$ cat src/rtl/uim_pkg.sv
`timescale 1ns/1ps
// Shared constants and types of the interrupt/modem status unit.
package uim_pkg;
    localparam int SRC_W  = 4;   // number of interrupt sources / enable bits
    localparam int MDM_W  = 4;   // number of modem status lines
    localparam int BYTE_W = 8;
    localparam int CODE_W = 4;

    typedef logic [CODE_W-1:0] irq_code_t;

    localparam irq_code_t CODE_LINE = 4'h6;
    localparam irq_code_t CODE_RXRD = 4'h4;
    localparam irq_code_t CODE_RXTO = 4'hC;
    localparam irq_code_t CODE_TXE  = 4'h2;
    localparam irq_code_t CODE_MDM  = 4'h0;
    localparam irq_code_t CODE_NONE = 4'h1;

    // enable bit positions
    localparam int EN_RX   = 0;
    localparam int EN_TXE  = 1;
    localparam int EN_LINE = 2;
    localparam int EN_MDM  = 3;

    // modem status line positions (status nibble / change nibble)
    localparam int ML_CTS = 0;
    localparam int ML_DSR = 1;
    localparam int ML_RI  = 2;
    localparam int ML_CD  = 3;
endpackage

$ cat src/rtl/uim_modem_status.sv
`timescale 1ns/1ps
// Modem status register: registers the active-high line state and keeps
// sticky change flags. Lines whose bit is set in TRAIL_MASK flag only an
// active-to-inactive transition. Assumes inputs are already synchronous.
module uim_modem_status #(
    parameter int              N          = 4,
    parameter logic [N-1:0]    TRAIL_MASK = 4'b0100
) (
    input  logic         clk,
    input  logic         rst_n,
    input  logic [N-1:0] line_n,
    input  logic [N-1:0] loop_src,
    input  logic         loopback,
    input  logic         rd,
    output logic [N-1:0] stat_q,
    output logic [N-1:0] delta_q
);
    logic [N-1:0] stat_next;

    // Select the source of the status bits: pins or loopback control bits.
    always_comb stat_next = loopback ? loop_src : ~line_n;

    for (genvar i = 0; i < N; i++) begin : g_line
        logic chg;
        if (TRAIL_MASK[i]) begin : g_trail
            // Trailing-edge detector for this line.
            always_comb chg = stat_q[i] & ~stat_next[i];

            p_trail_only_r7: assert property (@(posedge clk) disable iff (!rst_n)
                (!stat_q[i] && stat_next[i] && !rd) |=> (delta_q[i] == $past(delta_q[i])));
        end else begin : g_any
            // Any-change detector for this line.
            always_comb chg = stat_q[i] ^ stat_next[i];
        end

        // Status and sticky change flag; a new change wins over a read.
        always_ff @(posedge clk) begin
            if (!rst_n) begin
                stat_q[i]  <= 1'b0;
                delta_q[i] <= 1'b0;
            end else begin
                stat_q[i]  <= stat_next[i];
                delta_q[i] <= (delta_q[i] & ~rd) | chg;
            end
        end
    end

    p_rd_clear_r8: assert property (@(posedge clk) disable iff (!rst_n)
        (rd && (stat_next == stat_q)) |=> (delta_q == '0));
endmodule

$ cat src/rtl/uim_tx_source.sv
`timescale 1ns/1ps
// Transmit-empty interrupt flag: armed by each rising edge of
// (holding register empty AND enabled), cleared by a holding register
// write or by an acknowledge (identification read reporting this source).
module uim_tx_source (
    input  logic clk,
    input  logic rst_n,
    input  logic thr_empty,
    input  logic enable,
    input  logic thr_wr,
    input  logic ack,
    output logic pend
);
    logic arm, arm_q, rise;

    // Detect a new enabled-empty condition.
    always_comb begin
        arm  = thr_empty & enable;
        rise = arm & ~arm_q;
    end

    // Edge history and pending flag; a new edge wins over a clear.
    always_ff @(posedge clk) begin
        if (!rst_n) begin
            arm_q <= 1'b0;
            pend  <= 1'b0;
        end else begin
            arm_q <= arm;
            pend  <= (pend & ~(thr_wr | ack)) | rise;
        end
    end

    p_wr_clear_r6: assert property (@(posedge clk) disable iff (!rst_n)
        (thr_wr && !rise) |=> !pend);
    p_ack_clear_r6: assert property (@(posedge clk) disable iff (!rst_n)
        (ack && !rise) |=> !pend);
endmodule

$ cat src/rtl/uim_priority.sv
`timescale 1ns/1ps
// Fixed-priority encoder from gated source conditions to the 4-bit
// identification code. Purely combinational.
module uim_priority
    import uim_pkg::*;
(
    input  logic [SRC_W-1:0] en,
    input  logic             line_err,
    input  logic             rx_ready,
    input  logic             rx_tmo,
    input  logic             tx_pend,
    input  logic             mdm_pend,
    output irq_code_t        code
);
    // Pick the highest enabled pending source.
    always_comb begin
        if (en[EN_LINE] && line_err)                  code = CODE_LINE;
        else if (en[EN_RX] && rx_ready)               code = CODE_RXRD;
        else if (en[EN_RX] && rx_tmo)                 code = CODE_RXTO;
        else if (en[EN_TXE] && tx_pend)               code = CODE_TXE;
        else if (en[EN_MDM] && mdm_pend)              code = CODE_MDM;
        else                                          code = CODE_NONE;
    end
endmodule

$ cat src/rtl/uart_irq_modem_unit.sv
`timescale 1ns/1ps
// Top of the interrupt priority and modem status unit. Combines the
// source flags into the identification byte, holds the modem status
// byte with loopback remapping, and produces the interrupt level and
// pad drive enable. Host read strobes are single-cycle pulses.
module uart_irq_modem_unit
    import uim_pkg::*;
(
    input  logic              clk,
    input  logic              rst_n,
    input  logic [SRC_W-1:0]  irq_en,
    input  logic              line_err,
    input  logic              rx_ready,
    input  logic              rx_timeout,
    input  logic              thr_empty,
    input  logic              thr_wr,
    input  logic              fifo_en,
    input  logic              cts_n,
    input  logic              dsr_n,
    input  logic              ri_n,
    input  logic              cd_n,
    input  logic [MDM_W-1:0]  mctl,
    input  logic              loopback,
    input  logic              int_force,
    input  logic              id_rd,
    input  logic              mstat_rd,
    output logic [BYTE_W-1:0] id_byte,
    output logic [BYTE_W-1:0] mstat_byte,
    output logic              irq_level,
    output logic              irq_drive
);
    localparam logic [MDM_W-1:0] RI_TRAIL = MDM_W'(1) << ML_RI;

    logic [MDM_W-1:0] pins_n, loop_src, stat_q, delta_q;
    logic             tx_pend, tx_ack;
    irq_code_t        code;

    // Arrange pins and loopback sources in status-bit order (CTS,DSR,RI,CD).
    always_comb begin
        pins_n   = {cd_n, ri_n, dsr_n, cts_n};
        loop_src = {mctl[3], mctl[2], mctl[0], mctl[1]};
    end

    uim_modem_status #(.N(MDM_W), .TRAIL_MASK(RI_TRAIL)) u_mstat (
        .clk      (clk),
        .rst_n    (rst_n),
        .line_n   (pins_n),
        .loop_src (loop_src),
        .loopback (loopback),
        .rd       (mstat_rd),
        .stat_q   (stat_q),
        .delta_q  (delta_q)
    );

    // Acknowledge of the transmit source: an id read while it is reported.
    always_comb tx_ack = id_rd && (code == CODE_TXE);

    uim_tx_source u_txsrc (
        .clk       (clk),
        .rst_n     (rst_n),
        .thr_empty (thr_empty),
        .enable    (irq_en[EN_TXE]),
        .thr_wr    (thr_wr),
        .ack       (tx_ack),
        .pend      (tx_pend)
    );

    uim_priority u_prio (
        .en       (irq_en),
        .line_err (line_err),
        .rx_ready (rx_ready),
        .rx_tmo   (rx_timeout),
        .tx_pend  (tx_pend),
        .mdm_pend (|delta_q),
        .code     (code)
    );

    // Assemble host-visible bytes and interrupt outputs.
    always_comb begin
        id_byte    = {fifo_en, fifo_en, 2'b00, code};
        mstat_byte = {stat_q, delta_q};
        irq_level  = (code != CODE_NONE);
        irq_drive  = int_force | mctl[3];
    end

    p_line_first_r2: assert property (@(posedge clk) disable iff (!rst_n)
        (irq_en[EN_LINE] && line_err) |-> (id_byte[3:0] == 4'h6));
    p_rx_order_r3: assert property (@(posedge clk) disable iff (!rst_n)
        (!(irq_en[EN_LINE] && line_err) && irq_en[EN_RX] && rx_ready) |-> (id_byte[3:0] == 4'h4));
    p_gate_r5: assert property (@(posedge clk) disable iff (!rst_n)
        (irq_en == '0) |-> (id_byte[3:0] == 4'h1 && !irq_level));
    p_loop_map_r10: assert property (@(posedge clk) disable iff (!rst_n)
        loopback |=> (mstat_byte[7:4] == {$past(mctl[3]), $past(mctl[2]), $past(mctl[0]), $past(mctl[1])}));
endmodule

$ cat config.mk
export PLATFORM = sky130hd
export DESIGN_NAME = uart_irq_modem_unit
export DESIGN_NICKNAME = d
export VERILOG_FILES = /design/src/rtl/uim_pkg.sv /design/src/rtl/uim_modem_status.sv /design/src/rtl/uim_tx_source.sv /design/src/rtl/uim_priority.sv /design/src/rtl/uart_irq_modem_unit.sv
export SDC_FILE = /design/constraint.sdc
export NUM_CORES = 1
export LEC_CHECK = 0
export BUFFER_PORTS_ARGS = -buffer_cell sky130_fd_sc_hd__buf_2
export CORE_AREA = 2 2 41 43
export DETAILED_ROUTE_END_ITERATION = 7
export DIE_AREA = 0 0 43 45
export PLACE_DENSITY = 0.82
export SLEW_MARGIN = 5
export SYNTH_ARGS = -nofsm -noshare
export SYNTH_HDL_FRONTEND = slang
export SYNTH_SLANG_ARGS = --single-unit
$ cat constraint.sdc
create_clock -name clk -period 1.1 [get_ports clk]
set_input_delay 0.055 -clock clk [delete_from_list [all_inputs] [get_ports clk]]
set_output_delay 0.055 -clock clk [all_outputs]
set_load 0.005 [all_outputs]
### Word level (Yosys, flattened, before mapping)

Index checks and enable logic that the tools add are counted.

| operators by class | value |
|---|---|
| muxes and demuxes | 6 |
| eq/ne operators | 2 |
| bitwise logic cells | 23 |
| reduce and logical (&&, ||, !) cells | 7 |

Operators by type and width:

| kind | number |
|---|---|
| $mux W4 | 5 |
| $and A1 B1 Y1 | 8 |
| $or A1 B1 Y1 | 7 |
| $logic_and A1 B1 Y1 | 6 |
| $eq A4 B2 Y1 const B | 1 |
| $ne A4 B1 Y1 const B | 1 |
| $not A1 Y1 | 4 |
| $not A4 Y4 | 1 |
| $reduce_or A4 Y1 | 1 |
| $xor A1 B1 Y1 | 3 |
| $mux W1 | 1 |

| word-level totals | value |
|---|---|
| word-level logic and storage cells | 48 |
| flip-flop bits (word level) | 10 |
| input bits | 24 |
| output and inout bits | 18 |

### Longest topological paths before layout

| depth | value |
|---|---|
| word-level depth | 13 |
| depth in mapped cells | 3 |
| depth with buffers taken out | 3 |

### Hierarchy

A second synthesis with hierarchy kept.

| second synthesis, totals | value |
|---|---|
| cell total of the unflattened synthesis | 60 |
| area, all modules | 601.8 µm² |

By module, submodules not included:

| module | sequential area each (µm²) | instances | area an instance (µm²) | cells each |
|---|---|---|---|---|
| uim_modem_status | 160.2 | 1 | 415.4 | 37 |
| uim_tx_source | 40.0 | 1 | 68.8 | 6 |
| uart_irq_modem_unit | 0.0 | 1 | 67.6 | 10 |
| uim_priority | 0.0 | 1 | 50.0 | 7 |

### Worst setup path after synthesis

No wires, ideal clock.

| timing | value |
|---|---|
| path type | flip-flop to output port |
| start point | register u_mstat.delta_q[1] |
| end point | output id_byte[0] |
| slack | 144 ps |
| arrival | 901 ps |
| path buffers | 0 |
| data required time | 1,045 ps |
| stages on the path, launching flop included | 3 |
| path through | dfxtp_1 > o41ai_1 > and3_1 |

| on the way | value |
|---|---|
| longest elaborated chain between the ends | 7 |

Ends and longest elaborated chain:

| what | line | source |
|---|---|---|
| start: declaration | uim_modem_status.sv:16 | `output logic [N-1:0] delta_q` |
| start signal: indexed assignment | uim_modem_status.sv:43 | `delta_q[i] <= (delta_q[i] & ~rd) \| chg;` |
| $reduce_or A4 Y1 | uart_irq_modem_unit.sv:74 | `.mdm_pend (\|delta_q),` |
| $logic_and A1 B1 Y1 | uim_priority.sv:21 | `else if (en[EN_MDM] && mdm_pend) code = CODE_MDM;` |
| $mux W1 | uim_priority.sv:21 |  |
| $mux W4 | uim_priority.sv:20 | `else if (en[EN_TXE] && tx_pend) code = CODE_TXE;` |
| $mux W4 | uim_priority.sv:19 | `else if (en[EN_RX] && rx_tmo) code = CODE_RXTO;` |
| $mux W4 | uim_priority.sv:18 | `else if (en[EN_RX] && rx_ready) code = CODE_RXRD;` |
| $mux W4 | uim_priority.sv:17 | `if (en[EN_LINE] && line_err) code = CODE_LINE;` |
| end: declaration | uart_irq_modem_unit.sv:27 | `output logic [BYTE_W-1:0] id_byte,` |

No other way between the ends.

### Worst setup path in the final report

| timing | value |
|---|---|
| start point | register u_mstat.delta_q[2] |
| end point | output id_byte[0] |

The elaborated chain is that of the path after synthesis.

==> results.md <==
* Core area at 0.001471 mm2
* Depth of the CTS H-tree at 1
* CTS Sinks at 10
* Worst-case reg-to-reg path depth at 4
* Synth unique cells at 25
* Syn-to-layout area delta at 48.10%
* Met1 wire length at 545 um
* Most used DFF post-synth: dfxtp_1
* Post-detailed-route DRC marker count at 0
* Top cell type's share of synthesized area at 38.10%
* Crit Path Category: reg -> out
* Final min period at 1.288 ns
* RSZ-0062 raised after global routing: true
* Clock-pin slew on the worst setup and hold paths at 0.06 ns
* WP data arrival at 1.23 ns
* Status: finished, violations left
* Syn avg cell area at 8.476 um2
* Hold WC Path Type: in -> reg
* Worst r2r dst: u_mstat.delta_q[0]
* Top Ports at 42
* Post-synth ARST share at 0%
* Total Routing Usage GR at 14.44%
* Met3 wire len at 111 um
* Post-synth EDFFs at 0
* Pleak at 0.4106 nW
* GPL Wtd Cong at 0.7333
* DRT iter0 DRCs at 8
* Synth Instances at 62
* Max clock buf depth at 2
* Design Area, Final at 778.2 um2
* Site row count at 14
* Nets at 127
* DIE AREA at 0.001935 mm2
* Count leader, synth: dfxtp_1
* Startpoint class of the critical path: flip-flop
* Worst Hold Launch: thr_empty
* Share of layout cells above drive strength 1 at 46.53%
* Max Clk Rate at 776.4 MHz
* Root buf cell: clkbuf_4
* FILL cells at 140
* Hold Vio Cnt, Final at 0
* Post-synth top cells: dfxtp_1 (10), nand2b_1 (5), nor2b_1 (5)
* Fin util at 52.89%
* Skew-Pair Late Insertion Delay at 0.26 ns
* Final setup margin at -0.1880 ns
* Pin count of the biggest net entering global routing at 10
* Worst clock skew at 0.0003180 ns
* Required time of the critical path at 1.04 ns
* Post-synthesis sequential area ratio at 38.10%
* Remaining antenna violation count at 0
* Crit. End Element: output pin
* Hpwl dp at 1.043 mm
* Initial antenna violation count at 0
* Ant. Diodes at 0
* Total Wirelength at 1.314 mm
* Vias in the first global route at 539
* Initial Util at 35.71%
* Tcrit/Tclk final at 117.1%
* Final setup fails at 2
* CTS tree: done
* Max layer used: met4
* Hold Crit Depth at 3
* Die extent in y at 45 um
* WL/cell at 11.23 um
* Num CTS Buffers at 3
* Dpl cell area at 706.9 um2
* Crit-path max FO at 2
* DR vias/cell at 4.838
* Area leader, netlist: dfxtp_1
* R2r startpoint: u_mstat.delta_q[0]
* Hold EP: u_txsrc.arm_q
* Failing checks: negative setup slack
* PortBufs at 36
* Flops & latches, synth at 10
* Met2 routed WL at 621 um
* Power per cell area at 1090 mW/mm2
* Max VDD drop at 662.4 uV
* Max cap viols at 0
* Mapped Area at 525.5 um2
* DR pass1 iterations at 4
* Fin. max-slew vios at 0
* Area of the multi-input gates at 314.1 um2
* Reg2reg setup slack at 0.01 ns
* Synth top area cells: dfxtp_1 (38%), nand2b_1 (6.0%), nor2b_1 (6.0%)
* Synth warn at 0
* Via count at 566
* Die X at 43 um
* First-pass GRT wire length at 2.056 mm
* Register area at 201.4 um2
* Overflow after GRT at 0
## power breakdown
part           internal [mW]  switching [mW]  total, mW
registers              0.389          0.0214      0.411
clock network          0.126           0.110      0.236
logic                  0.115          0.0864      0.202
total                  0.630           0.218      0.848
## worst max-delay path, cell delays in order (launching register included)
cell and delay (ns):
dfxtp_2 0.33, o41ai_4 0.35, and3_1 0.19, buf_2 0.10
## flip-flops by register name, indices dropped and copies added (netlist names)
signal / count
u_mstat.delta_q: 4
u_mstat.stat_q: 4
u_txsrc.arm_q: 1
u_txsrc.pend: 1
## repair_timing
| item | in CTS | in global routing |
|---|---|---|
| pin swaps | 3 | 0 |
| resized for setup | 3 | 3 |
| hold buffers | 1 | 0 |
| buffers inserted | 1 | 0 |
| hold endpoints to repair | 1 | 0 |
| endpoints found under the setup margin | 2 | 3 |
## cell usage in the layout, fill, tap and decap left out
cell type and n:
nand2_1 4, o21a_1 3, o21ai_0 2, a311oi_1 1
or2b_1 2, nand3_1 3, a211oi_1 2, nor2b_2 2
buf_2 36, o211a_1 1, a21oi_1 1, inv_1 4
or2_2 1, dlygate4sd3_1 1, o2111ai_1 1, o41ai_4 1
and3_1 3, nor4b_2 1, dfxtp_2 1, nor2_1 2
buf_4 2, clkbuf_4 3, nand2b_1 5, o32ai_1 1
conb_1 2, a21boi_1 1, nor2b_1 3, and4b_1 1
and2_1 2, dfxtp_1 9
## metal layers
| metal | up-vias | global-route usage (%) |
|---|---|---|
| li1 | 293 | - |
| met1 | 238 | 15.10 |
| met2 | 30 | 27.58 |
| met3 | 5 | 1.600 |
| met4 | 0 | 9.091 |
| met5 | - | 0 |
## kinds of logic after synthesis
logic type             Yosys count  synth area share (%)
DFF                             10                 38.09
buffers and inverters            8                 8.571
and+or+nand+nor                 29                 32.62
AOI/OAI and AO/OA               14                 20.00
other                            1                0.7136
## final cells by class
class | instances | area share [%]
multi-input cells | 45 | 40.35
inverters | 4 | 1.929
flip-flops and latches | 10 | 25.88
well taps | 16 | 2.572
repair buffers | 39 | 26.37
clock buffers | 3 | 2.894
## per-stage QoR
stage	hold WS (ns)	TNS, ns	cells	setup slack, ns	power (mW)
detailed placement	0.1101	0	112	0.01307	0.5980
global route	0.09097	-0.4268	117	-0.2066	0.8898
finish	0.04771	-0.3169	117	-0.1880	0.8481
global placement	0.1101	0	112	0.03308	0.5907
CTS	0.04868	-0.3418	117	-0.2004	0.8459
floorplan	0.1411	0	63	0.1435	0.5049
## worst max-delay path by stage
stage / from / endpoint / slack, ns / cells after the start
3_5_place_dp: u_mstat.delta_q[1] / id_byte[0] / 0.01 / 3
2_1_floorplan: u_mstat.delta_q[1] / id_byte[0] / 0.14 / 2
4_1_cts: u_mstat.delta_q[2] / id_byte[0] / -0.20 / 3
6_report: u_mstat.delta_q[2] / id_byte[0] / -0.19 / 3
5_1_grt: u_mstat.delta_q[2] / id_byte[0] / -0.21 / 3
3_3_place_gp: u_mstat.delta_q[1] / id_byte[0] / 0.03 / 3
No activity file was read; power rests on OpenSTA's default activity.
